===== config.mk =====
export PLATFORM = sky130hd
export DESIGN_NAME = cache_event_pmu
export DESIGN_NICKNAME = d
export VERILOG_FILES = /design/src/rtl/pmu_pkg.sv /design/src/rtl/pmu_evt_match.sv /design/src/rtl/pmu_counter.sv /design/src/rtl/cache_event_pmu.sv
export SDC_FILE = /design/constraint.sdc
export NUM_CORES = 2
export LEC_CHECK = 0
export BUFFER_PORTS_ARGS = -buffer_cell sky130_fd_sc_hd__buf_2
export CAP_MARGIN = 25
export CORE_UTILIZATION = 69
export CTS_CLUSTER_SIZE = 40
export DETAILED_ROUTE_END_ITERATION = 10
export GPL_TIMING_DRIVEN = 1
export PLACE_DENSITY_LB_ADDON = 0.1
export SYNTH_ARGS = -nofsm -noshare
export SYNTH_HDL_FRONTEND = slang
export SYNTH_HIERARCHICAL = 1
export SYNTH_SLANG_ARGS = --single-unit
export TNS_END_PERCENT = 1

===== constraint.sdc =====
create_clock -name clk -period 5.2 [get_ports clk]
set_input_delay 0.52 -clock clk [delete_from_list [all_inputs] [get_ports clk]]
set_output_delay 0.52 -clock clk [all_outputs]
set_load 0.01 [all_outputs]

===== src/rtl/pmu_pkg.sv =====
package pmu_pkg;
  // Selector codes
  localparam logic [7:0] EV_CYCLES = 8'h01;
  localparam logic [7:0] EV_FIRST  = 8'h20;

  // Register offsets (software decodes these)
  localparam int OFS_GCTL  = 'h500;
  localparam int OFS_ENSET = 'h508;
  localparam int OFS_ENCLR = 'h50C;
  localparam int OFS_IESET = 'h510;
  localparam int OFS_IECLR = 'h514;
  localparam int OFS_GANG  = 'h718;
  localparam int OFS_OVS   = 'h740;
  localparam int OFS_TOG   = 'h96C;
  localparam int OFS_CNT   = 'h420;
  localparam int OFS_CCTL  = 'h120;
  localparam int OFS_SEL   = 'h220;
  localparam int STRIDE    = 8;

  // Mask with every odd index below n set
  function automatic logic [31:0] odd_bits(int n);
    logic [31:0] m;
    m = '0;
    for (int i = 1; i < n; i += 2) m[i] = 1'b1;
    return m;
  endfunction
endpackage


===== src/rtl/pmu_evt_match.sv =====
module pmu_evt_match
  import pmu_pkg::*;
#(
  parameter int SEL_W  = 8,
  parameter int NUM_EV = 6
) (
  input  logic [SEL_W-1:0]  sel,
  input  logic [NUM_EV-1:0] ev,
  output logic              hit
);
  always_comb begin
    hit = (sel == SEL_W'(EV_CYCLES));
    for (int i = 0; i < NUM_EV; i++) begin
      if (sel == SEL_W'(EV_FIRST) + SEL_W'(i) && ev[i]) hit = 1'b1;
    end
  end
endmodule


===== src/rtl/pmu_counter.sv =====
module pmu_counter #(
  parameter int W = 32
) (
  input  logic         clk,
  input  logic         rst_n,
  input  logic         clr,
  input  logic         wr,
  input  logic [W-1:0] wdata,
  input  logic         inc,
  output logic [W-1:0] value,
  output logic         wrap,
  output logic         msb_flip
);
  logic step;
  assign step = inc & ~wr & ~clr;

  always_ff @(posedge clk or negedge rst_n) begin
    if (!rst_n)   value <= '0;
    else if (clr) value <= '0;
    else if (wr)  value <= wdata;
    else if (step) value <= value + {{(W-1){1'b0}}, 1'b1};
  end

  assign wrap     = step & (&value);
  assign msb_flip = step & (&value[W-2:0]);


  step_adv_chk: assert property (@(posedge clk) disable iff (!rst_n)
    step |=> value == $past(value) + {{(W-1){1'b0}}, 1'b1});

  idle_hold_chk: assert property (@(posedge clk) disable iff (!rst_n)
    (!inc && !wr && !clr) |=> $stable(value));

  wr_wins_chk: assert property (@(posedge clk) disable iff (!rst_n)
    (wr && !clr) |=> value == $past(wdata));
endmodule


===== src/rtl/cache_event_pmu.sv =====
module cache_event_pmu
  import pmu_pkg::*;
#(
  parameter int NUM_CNT = 8,
  parameter int CNT_W   = 32,
  parameter int SEL_W   = 8,
  parameter int NUM_EV  = 6,
  parameter int ADDR_W  = 12
) (
  input  logic              clk,
  input  logic              rst_n,
  input  logic              reg_wr,
  input  logic              reg_rd,
  input  logic [ADDR_W-1:0] reg_addr,
  input  logic [31:0]       reg_wdata,
  output logic [31:0]       reg_rdata,
  input  logic [NUM_EV-1:0] ev_pulse,
  output logic              irq
);
  localparam int DW = 32;
  localparam logic [NUM_CNT-1:0] ODD_MASK = NUM_CNT'(odd_bits(NUM_CNT));

  logic                 glb_en;
  logic [NUM_CNT-1:0]   cnt_en, int_en, gang, tog, ovs;
  logic [NUM_CNT-1:0]   inc, wrap, flip, hit, ovf_evt, cnt_wr;
  logic [NUM_CNT-1:0][CNT_W-1:0] cnt;
  logic [NUM_CNT-1:0][SEL_W-1:0] sel;
  logic [NUM_CNT-1:0][DW-1:0]    cctl;
  logic [DW-1:0]        rd_val;
  logic [NUM_CNT-1:0]   wmask;

  assign wmask = reg_wdata[NUM_CNT-1:0];

  logic wr_gctl, wr_enset, wr_enclr, wr_ieset, wr_ieclr, wr_gang, wr_ovs, wr_tog, soft_clr;
  assign wr_gctl  = reg_wr && reg_addr == ADDR_W'(OFS_GCTL);
  assign wr_enset = reg_wr && reg_addr == ADDR_W'(OFS_ENSET);
  assign wr_enclr = reg_wr && reg_addr == ADDR_W'(OFS_ENCLR);
  assign wr_ieset = reg_wr && reg_addr == ADDR_W'(OFS_IESET);
  assign wr_ieclr = reg_wr && reg_addr == ADDR_W'(OFS_IECLR);
  assign wr_gang  = reg_wr && reg_addr == ADDR_W'(OFS_GANG);
  assign wr_ovs   = reg_wr && reg_addr == ADDR_W'(OFS_OVS);
  assign wr_tog   = reg_wr && reg_addr == ADDR_W'(OFS_TOG);
  assign soft_clr = wr_gctl && reg_wdata[1];

  // Global and mask registers
  always_ff @(posedge clk or negedge rst_n) begin
    if (!rst_n) begin
      glb_en <= 1'b0;
      cnt_en <= '0;
      int_en <= '0;
      gang   <= '0;
      tog    <= '0;
      ovs    <= '0;
    end else begin
      if (wr_gctl) glb_en <= reg_wdata[0];
      if (wr_tog)  tog    <= wmask;
      if (soft_clr) begin
        cnt_en <= '0;
        int_en <= '0;
        gang   <= '0;
        ovs    <= '0;
      end else begin
        if (wr_enset)      cnt_en <= cnt_en | wmask;
        else if (wr_enclr) cnt_en <= cnt_en & ~wmask;
        if (wr_ieset)      int_en <= int_en | wmask;
        else if (wr_ieclr) int_en <= int_en & ~wmask;
        if (wr_gang)       gang   <= wmask & ODD_MASK;
        ovs <= (ovs & ~(wr_ovs ? wmask : '0)) | ovf_evt;
      end
    end
  end

  // Per-counter slices
  for (genvar n = 0; n < NUM_CNT; n++) begin : g_slice
    logic wr_sel, wr_cctl;
    assign wr_sel  = reg_wr && reg_addr == ADDR_W'(OFS_SEL  + STRIDE * n);
    assign wr_cctl = reg_wr && reg_addr == ADDR_W'(OFS_CCTL + STRIDE * n);
    assign cnt_wr[n] = reg_wr && reg_addr == ADDR_W'(OFS_CNT + STRIDE * n);

    always_ff @(posedge clk or negedge rst_n) begin
      if (!rst_n) begin
        sel[n]  <= '0;
        cctl[n] <= '0;
      end else begin
        if (wr_sel)  sel[n]  <= reg_wdata[SEL_W-1:0];
        if (wr_cctl) cctl[n] <= reg_wdata;
      end
    end

    pmu_evt_match #(.SEL_W(SEL_W), .NUM_EV(NUM_EV)) u_match (
      .sel(sel[n]), .ev(ev_pulse), .hit(hit[n])
    );

    if (n % 2 == 1) begin : g_odd
      assign inc[n] = glb_en & cnt_en[n] & (gang[n] ? wrap[n-1] : hit[n]);


      gang_ignores_evt_chk: assert property (@(posedge clk) disable iff (!rst_n)
        (gang[n] && !wrap[n-1] && !cnt_wr[n] && !soft_clr) |=> $stable(cnt[n]));
    end else begin : g_even
      assign inc[n] = glb_en & cnt_en[n] & hit[n];
    end

    pmu_counter #(.W(CNT_W)) u_cnt (
      .clk(clk), .rst_n(rst_n), .clr(soft_clr), .wr(cnt_wr[n]),
      .wdata(CNT_W'(reg_wdata)), .inc(inc[n]),
      .value(cnt[n]), .wrap(wrap[n]), .msb_flip(flip[n])
    );

    assign ovf_evt[n] = tog[n] ? flip[n] : wrap[n];
  end

  // Read mux
  always_comb begin
    rd_val = '0;
    if (reg_addr == ADDR_W'(OFS_GCTL)) rd_val = DW'(glb_en);
    if (reg_addr == ADDR_W'(OFS_ENSET) || reg_addr == ADDR_W'(OFS_ENCLR)) rd_val = DW'(cnt_en);
    if (reg_addr == ADDR_W'(OFS_IESET) || reg_addr == ADDR_W'(OFS_IECLR)) rd_val = DW'(int_en);
    if (reg_addr == ADDR_W'(OFS_GANG)) rd_val = DW'(gang);
    if (reg_addr == ADDR_W'(OFS_OVS))  rd_val = DW'(ovs);
    if (reg_addr == ADDR_W'(OFS_TOG))  rd_val = DW'(tog);
    for (int n = 0; n < NUM_CNT; n++) begin
      if (reg_addr == ADDR_W'(OFS_CNT  + STRIDE * n)) rd_val = DW'(cnt[n]);
      if (reg_addr == ADDR_W'(OFS_SEL  + STRIDE * n)) rd_val = DW'(sel[n]);
      if (reg_addr == ADDR_W'(OFS_CCTL + STRIDE * n)) rd_val = cctl[n];
    end
  end

  always_ff @(posedge clk or negedge rst_n) begin
    if (!rst_n)      reg_rdata <= '0;
    else if (reg_rd) reg_rdata <= rd_val;
  end

  assign irq = |(ovs & int_en);


  glb_stop_chk: assert property (@(posedge clk) disable iff (!rst_n)
    (!glb_en && !reg_wr) |=> $stable(cnt));

  no_spurious_ovf_chk: assert property (@(posedge clk) disable iff (!rst_n)
    (inc == '0) |=> ((ovs & ~$past(ovs)) == '0));

  ovs_clear_chk: assert property (@(posedge clk) disable iff (!rst_n)
    (wr_ovs && (&wmask) && ovf_evt == '0) |=> ovs == '0);

  soft_clr_chk: assert property (@(posedge clk) disable iff (!rst_n)
    soft_clr |=> (cnt_en == '0 && int_en == '0 && gang == '0 && ovs == '0));
endmodule


==> Word level (Yosys, flattened, before mapping) <==
Index checks and enable logic that the tools add are counted.
{ "word_totals": {"register_bits": 649} }
{ "classes": {"add_sub_neg": 8, "n_eq_ne": 88, "n_mux": 124, "bitwise_logic": 66, "n_reduce_logical": 111} }
{ "ops": {"columns": ["cell", "n"], "rows": [
  ["$mux W32", 53],
  ["$eq A8 B6 Y1 const B", 48],
  ["$add A32 B1 Y32 const B", 8],
  ["$reduce_and A32 Y1", 8],
  ["$reduce_and A31 Y1", 8],
  ["$eq A12 B11 Y1 const B", 15],
  ["$eq A12 B10 Y1 const B", 8],
  ["$eq A12 B9 Y1 const B", 8],
  ["$logic_and A1 B1 Y1", 81],
  ["$mux W8", 10],
  ["$eq A8 B1 Y1 const B", 8],
  ["$mux W1", 61],
  ["$and A1 B1 Y1", 48],
  ["$and A8 B8 Y8", 4],
  ["$reduce_bool A3 Y1", 10],
  ["$or A8 B8 Y8", 3],
  ["$not A8 Y8", 2],
  ["$eq A12 B12 Y1 const B", 1],
  ["$not A1 Y1", 9],
  ["$reduce_or A8 Y1", 1],
  ["$logic_or A1 B1 Y1", 2],
  ["$reduce_bool A2 Y1", 1]
]} }

==> Logic depth before layout (Yosys ltp) <==
{ "depth": {"depth_word": 31, "depth_mapped": 23, "depth_no_buf": 19} }

==> Hierarchy <==
The synthesis kept the hierarchy.
{ "modules_own_cells": {"columns": ["module", "n_inst", "cells_each", "area_each_um2", "seq_area_each_um2"], "rows": [
  ["cache_event_pmu", 1, 1954, 20767.4, 9734.3],
  ["pmu_counter at g_slice[3].u_cnt ...", 5, 250, 2144.6, 800.8],
  ["pmu_counter at g_slice[0].u_cnt ...", 3, 250, 2150.8, 800.8],
  ["pmu_evt_match", 8, 10, 73.8, 0.0]
]} }

==> Least setup slack after synthesis <==
OpenSTA, ideal clock, no wires.
{ "synth_timing": {"kind": "input port to flip-flop", "start": "input port reg_addr[5]", "end": "register ovs[7]", "setup_ps": 150, "t_arrival_ps": 4321, "t_required_ps": 5050, "setup_slack_ps": 729, "cell_stages": 22, "path_buffers": 5, "path_cell_list": "buf_2 > or4b_1 > nor3_1 > and4_1 > clkbuf_1 > clkbuf_1 > clkbuf_8 > nor2_1 > nand3_1 > nor3_1 > nor3b_2 > and2_1 > mux2i_1 > nor2_1 > clkbuf_1 > nand3_1 > nor3_1 > nor3b_2 > and2_1 > nor2b_1 > a221oi_1 > nor2_1"} }
{ "synth_between": {"elab_chain_len": 14, "word_cells_on_any_way": 27, "classes_between": "eq/ne (4); mux (4); bitwise (14); reduce/logical (5)"} }
{ "synth_lines": {"columns": ["item", "line_no", "text"], "rows": [
  ["from (decl)", "cache_event_pmu.sv:14", "input logic [ADDR_W-1:0] reg_addr,"],
  ["$eq A12 B11 Y1", "cache_event_pmu.sv:35", "assign wr_gctl = reg_wr && reg_addr == ADDR_W'(OFS_GCTL);"],
  ["$logic_and A1 B1 Y1", "cache_event_pmu.sv:35", null],
  ["$logic_and A1 B1 Y1", "cache_event_pmu.sv:43", "assign soft_clr = wr_gctl && reg_wdata[1];"],
  ["via soft_clr", "cache_event_pmu.sv:34", "logic wr_gctl, wr_enset, wr_enclr, wr_ieset, wr_ieclr, wr_gang, wr_ovs, wr_tog, soft_clr;"],
  ["$not A1 Y1", "pmu_counter.sv:15", "assign step = inc & ~wr & ~clr;"],
  ["$and A1 B1 Y1", "pmu_counter.sv:15", null],
  ["$and A1 B1 Y1", "pmu_counter.sv:24", "assign wrap = step & (&value);"],
  ["via wrap[6]", "cache_event_pmu.sv:25", "logic [NUM_CNT-1:0] inc, wrap, flip, hit, ovf_evt, cnt_wr;"],
  ["$mux W1", "cache_event_pmu.sv:95", "assign inc[n] = glb_en & cnt_en[n] & (gang[n] ? wrap[n-1] : hit[n]);"],
  ["$and A1 B1 Y1", "cache_event_pmu.sv:95", null],
  ["via inc[7]", "cache_event_pmu.sv:25", null],
  ["$and A1 B1 Y1 (2 in series)", "pmu_counter.sv:15", null],
  ["$and A1 B1 Y1", "pmu_counter.sv:25", "assign msb_flip = step & (&value[W-2:0]);"],
  ["via flip[7]", "cache_event_pmu.sv:25", null],
  ["$mux W1", "cache_event_pmu.sv:110", "assign ovf_evt[n] = tog[n] ? flip[n] : wrap[n];"],
  ["$or A8 B8 Y8", "cache_event_pmu.sv:68", "ovs <= (ovs & ~(wr_ovs ? wmask : '0)) | ovf_evt;"],
  ["$mux W8", "cache_event_pmu.sv:57", "if (soft_clr) begin"],
  ["to (signal assigned)", "cache_event_pmu.sv:68", null],
  ["to (decl)", "cache_event_pmu.sv:24", "logic [NUM_CNT-1:0] cnt_en, int_en, gang, tog, ovs;"]
]} }
The timed path passes the listed nets, and every way through them passes these cells.
A chain may end at the register's enable or synchronous reset.

==> Worst setup path in the final report <==
{ "layout_timing": {"start": "register sel[0] (netlist name)", "end": "register g_slice[1].u_cnt.value[20]"} }
{ "layout_between": {"elab_chain_len": 17, "word_cells_on_any_way": 28, "classes_between": "eq/ne (7); mux (7); bitwise (7); reduce/logical (7)"} }
{ "layout_lines": {"columns": ["item", "line_no", "text"], "rows": [
  ["from (decl)", "cache_event_pmu.sv:27", "logic [NUM_CNT-1:0][SEL_W-1:0] sel;"],
  ["from (signal, indexed assignment)", "cache_event_pmu.sv:85", "if (wr_sel) sel[n] <= reg_wdata[SEL_W-1:0];"],
  ["$eq A8 B6 Y1", "pmu_evt_match.sv:14", "if (sel == SEL_W'(EV_FIRST) + SEL_W'(i) && ev[i]) hit = 1'b1;"],
  ["$logic_and A1 B1 Y1", "pmu_evt_match.sv:14", null],
  ["$mux W1 (5 in series)", "pmu_evt_match.sv:14", null],
  ["$mux W1 (*)", "pmu_evt_match.sv:14", null],
  ["via hit[0]", "cache_event_pmu.sv:25", null],
  ["$and A1 B1 Y1 (*)", "cache_event_pmu.sv:101", "assign inc[n] = glb_en & cnt_en[n] & hit[n];"],
  ["via inc[0]", "cache_event_pmu.sv:25", null],
  ["$and A1 B1 Y1 (*) (2 in series)", "pmu_counter.sv:15", null],
  ["$and A1 B1 Y1 (*)", "pmu_counter.sv:24", null],
  ["via wrap[0]", "cache_event_pmu.sv:25", null],
  ["$mux W1 (*)", "cache_event_pmu.sv:95", null],
  ["$and A1 B1 Y1 (*)", "cache_event_pmu.sv:95", null],
  ["via inc[1]", "cache_event_pmu.sv:25", null],
  ["$and A1 B1 Y1 (*) (2 in series)", "pmu_counter.sv:15", null],
  ["$reduce_bool A3 Y1 (no line) (*)", null, null],
  ["to (signal assigned)", "pmu_counter.sv:20", "else if (wr) value <= wdata;"],
  ["to (signal assigned)", "pmu_counter.sv:21", "else if (step) value <= value + {{(W-1){1'b0}}, 1'b1};"],
  ["to (decl)", "pmu_counter.sv:10", "output logic [W-1:0] value,"]
]} }
Mark *: on every way through the listed nets, which the timed path passes. The rest lies on a longest branch.

==> out/qor.csv <==
stage,metric,value,unit
run_status,outcome,"complete, no violations",
routing,vias per cell,7.10,
finish,area delta synth->final,8.51,%
worst_setup_path,crit path launch type,flop,
sta,Pins Over Slew Limit,0,
worst_setup_path,"Arr. time, crit path",5.25,ns
sta,measured slew at the worst slew-check pin,1.14,ns
global_route,grt total ovfl,0,
clock_tree,TritonCTS buffer count,71,
die,# IOs,87,
global_route,Global Route Usage Sum,0.478,
pwr,Leakage,19.2,nW
synthesis,post-synthesis net count,4096,
clock_tree,post-CTS setup buffer count,0,
synthesis,Yosys cell types,94,
synthesis,async set-reset flop share out of synthesis,1.00,
clock_tree,H-tree lvl count,3,
synthesis,Post-synth EDFFs,0,
flow_run,max cap viols,0,
sta,Final Critical Period,4.73,ns
synthesis,Synth area leaders,"dfrtp_1 (42%), mux2_2 (9.6%), a21oi_1 (4.3%)",
synthesis,Yosys top cell by area,dfrtp_1,
min_path,hold depth,3,
sta,part of the cycle the worst path needs,0.910,
synthesis,most common library cells after synthesis,"dfrtp_1 (645), a21oi_1 (330), mux2_2 (328)",
sta,Final Hold Viols,0,
routing,total wire length,136,mm
die,Core Region,55100,µm²
placed_design,port bufs,86,
sta,slew margin rel.,0.236,
die,chip width,238,µm
min_path,Worst Hold Class,in -> reg,
routing,total iterations of the first detailed-routing run,6,
global_route,most crowded layer after global routing,met2,
die,chip height,238,µm
clock_tree,CTS tree,done,
sta,Max Clock Skew,0.0208,ns
global_route,largest net degree at the start of global routing,130,
die,die area,56800,µm²
routing,post-route ant nets,0,
worst_setup_path,critical path endpoint category,flop,
pwr,worst vdd ir,0.316,mV
synthesis,"Seq/Total Area, Yosys",0.419,
synthesis,synth warn,6,
placed_design,Final GP Congestion,1.02,
global_route,met3 Usage GRT,0.129,
sta,fmax,0.211,GHz
clock_tree,Num Clock Sinks,645,
global_route,M1 GR Usage,0.644,
clock_tree,clk buf depth,3,
placed_design,Post-DP HPWL,92.3,mm
synthesis,Syn Inst Count,4034,
worst_setup_path,critical path type,reg -> reg,
synthesis,most common cell in the netlist,dfrtp_1,
sta,unrepaired setup endpoints after global routing,no,
clock_tree,Root Buffer,clkbuf_16,
finish,Final nets,4091,
global_route,first-pass GRT wire length,203,mm
routing,Initial DRC Count,4482,
routing,Vias,34300,
synthesis,syn_area_per_cell,9.55,µm²
synthesis,main flop type after synthesis,dfrtp_1,
synthesis,Seq cells post-synth,645,
synthesis,area share of the largest cell type after synthesis,0.419,
global_route,vias in the first global route,32400,
die,Starting Density,0.699,
sta,final setup vio count,0,
sta,final hold slack,0.296,ns
worst_setup_path,maximum fanout along the worst path,13,
worst_setup_path,CP required,5.72,ns
clock_tree,Worst-path clk slew,0.07,ns
finish,layout cells sized above 1,0.190,
die,row count,86,
global_route,antenna violations before repair,10,
clock_tree,Clock Latency Late Sink,0.63,ns
worst_setup_path,FF-to-FF path depth,17,
routing,DRC,0,
global_route,GR Util met2,0.701,
synthesis,Synth Cell Area,38500,µm²
sta,Final TNS setup,0,ns
routing,wire length per cell,28.1,µm
pwr,Power Density,256,nW/µm²
sequential cells by signal, indices dropped and copies added (netlist names):
| name | count |
|---|---|
| gang | 4 |
| int_en | 8 |
| g_slice.u_cnt/value | 256 |
| ovs | 8 |
| reg_rdata | 32 |
| sel | 64 |
| cctl | 256 |
| tog | 8 |
| cnt_en | 8 |
| glb_en | 1 |
what timing repair did:
item,in CTS,in global routing
hold buffers,1,0
endpoints found under the hold margin,78,0
gates resized for setup,0,0
cells by family after synthesis:
group	share of synthesized area
buf+inv	0.0512
mux	0.117
flops	0.419
compound gates	0.164
simple gates	0.197
xor+xnor	0.0493
fa+ha+maj	0.00260
area by class of cell:
cell class,instances,area (µm²)
flip-flops and latches,645,16100
clock buffers,102,2080
fillers,4012,13300
inverters,160,601
repair buffers,185,1290
clock inverters,21,209
multi-input cells,2966,20500
diodes,8,20.0
well taps,748,936
layout by cell type, fill, tap and decap left out, types with 13 or more instances in the layout:
cell type / synthesis / layout
a21o_1: 31 / 31
a21oi_1: 330 / 330
a221oi_1: 35 / 35
a222oi_1: 22 / 22
a22oi_1: 100 / 100
a31oi_1: 13 / 13
and2_1: 28 / 28
and3_1: 48 / 48
buf_2: 66 / 85
buf_4: 11 / 89
clkbuf_1: 136 / 16
clkbuf_16: 0 / 74
dfrtp_1: 645 / 645
inv_1: 160 / 160
mux2_2: 328 / 328
mux2i_1: 81 / 81
nand2_1: 309 / 309
nand2b_1: 18 / 18
nand3_1: 142 / 142
nand4_1: 150 / 150
nor2_1: 305 / 296
nor2b_1: 18 / 18
nor3_1: 66 / 63
nor3_2: 16 / 17
nor3b_1: 21 / 21
nor4_1: 45 / 45
nor4_2: 26 / 26
o211a_1: 17 / 17
o21a_1: 140 / 140
o21ai_0: 131 / 131
o21ai_1: 23 / 22
o22ai_1: 54 / 54
or2_2: 17 / 17
xnor2_1: 142 / 142
xor2_1: 75 / 75
routing by layer:
layer | vias up | wire length [µm]
li1 | 14700 | -
met1 | 16700 | 51500
met2 | 2373 | 58900
met3 | 523 | 17400
met4 | 2 | 8210
met5 | - | 13
power breakdown:
group          internal, W  total [W]  switching [W]  leakage, nW
combinational     0.000117   0.000534       0.000418         9.20
sequential         0.00506    0.00511      0.0000506         8.88
clock              0.00293    0.00507        0.00214         1.13
worst max-delay path: stages, from the launching register on:
cell,delay (ns)
dfrtp_1,0.51
and3b_1,0.25
o32ai_1,0.59
o211a_1,0.23
and3_1,0.22
or2b_2,0.35
nor2_1,0.14
nand4_1,0.12
nor3_2,0.15
and2_1,0.18
mux2i_1,0.08
nor2_1,0.12
buf_4,0.23
nand4_1,0.15
nor4_2,0.74
nand4_1,0.20
xnor2_1,0.17
o21a_1,0.17
through the flow:
| step | instances | utilization | area [µm²] | power (W) | setup slack (ns) |
|---|---|---|---|---|---|
| 6_report | 4835 | 0.759 | 41800 | 0.0107 | 0.468 |
| 5_1_grt | 4832 | 0.759 | 41800 | 0.0109 | 0.338 |
| 4_1_cts | 4825 | 0.758 | 41800 | 0.0107 | 0.705 |
| 3_5_place_dp | 4701 | 0.716 | 39500 | 0.00571 | 0.562 |
| 3_3_place_gp | 4699 | 0.716 | 39500 | 0.00570 | 0.610 |
| 2_1_floorplan | 4034 | - | 38500 | 0.00536 | 0.729 |
path summary, 6_finish.rpt:
check | from | endpoint | slack [ns]
setup / recovery | sel[0]$_DFFE_PN0P_ | g_slice[1].u_cnt/value[20]$_DFFE_PN0P_ | 0.47
hold / removal | reg_rd | reg_rdata[5]$_DFFE_PN0P_ | 0.30
setup reg to reg | sel[0]$_DFFE_PN0P_ | g_slice[1].u_cnt/value[20]$_DFFE_PN0P_ | 0.47
hold reg to reg | cctl[147]$_DFFE_PN0P_ | cctl[147]$_DFFE_PN0P_ | 0.50
max in group asynchronous | rst_n | int_en[6]$_DFFE_PN0P_ | 3.44
min in group asynchronous | rst_n | sel[62]$_DFFE_PN0P_ | 0.53
No activity file was read; power rests on OpenSTA's default activity.
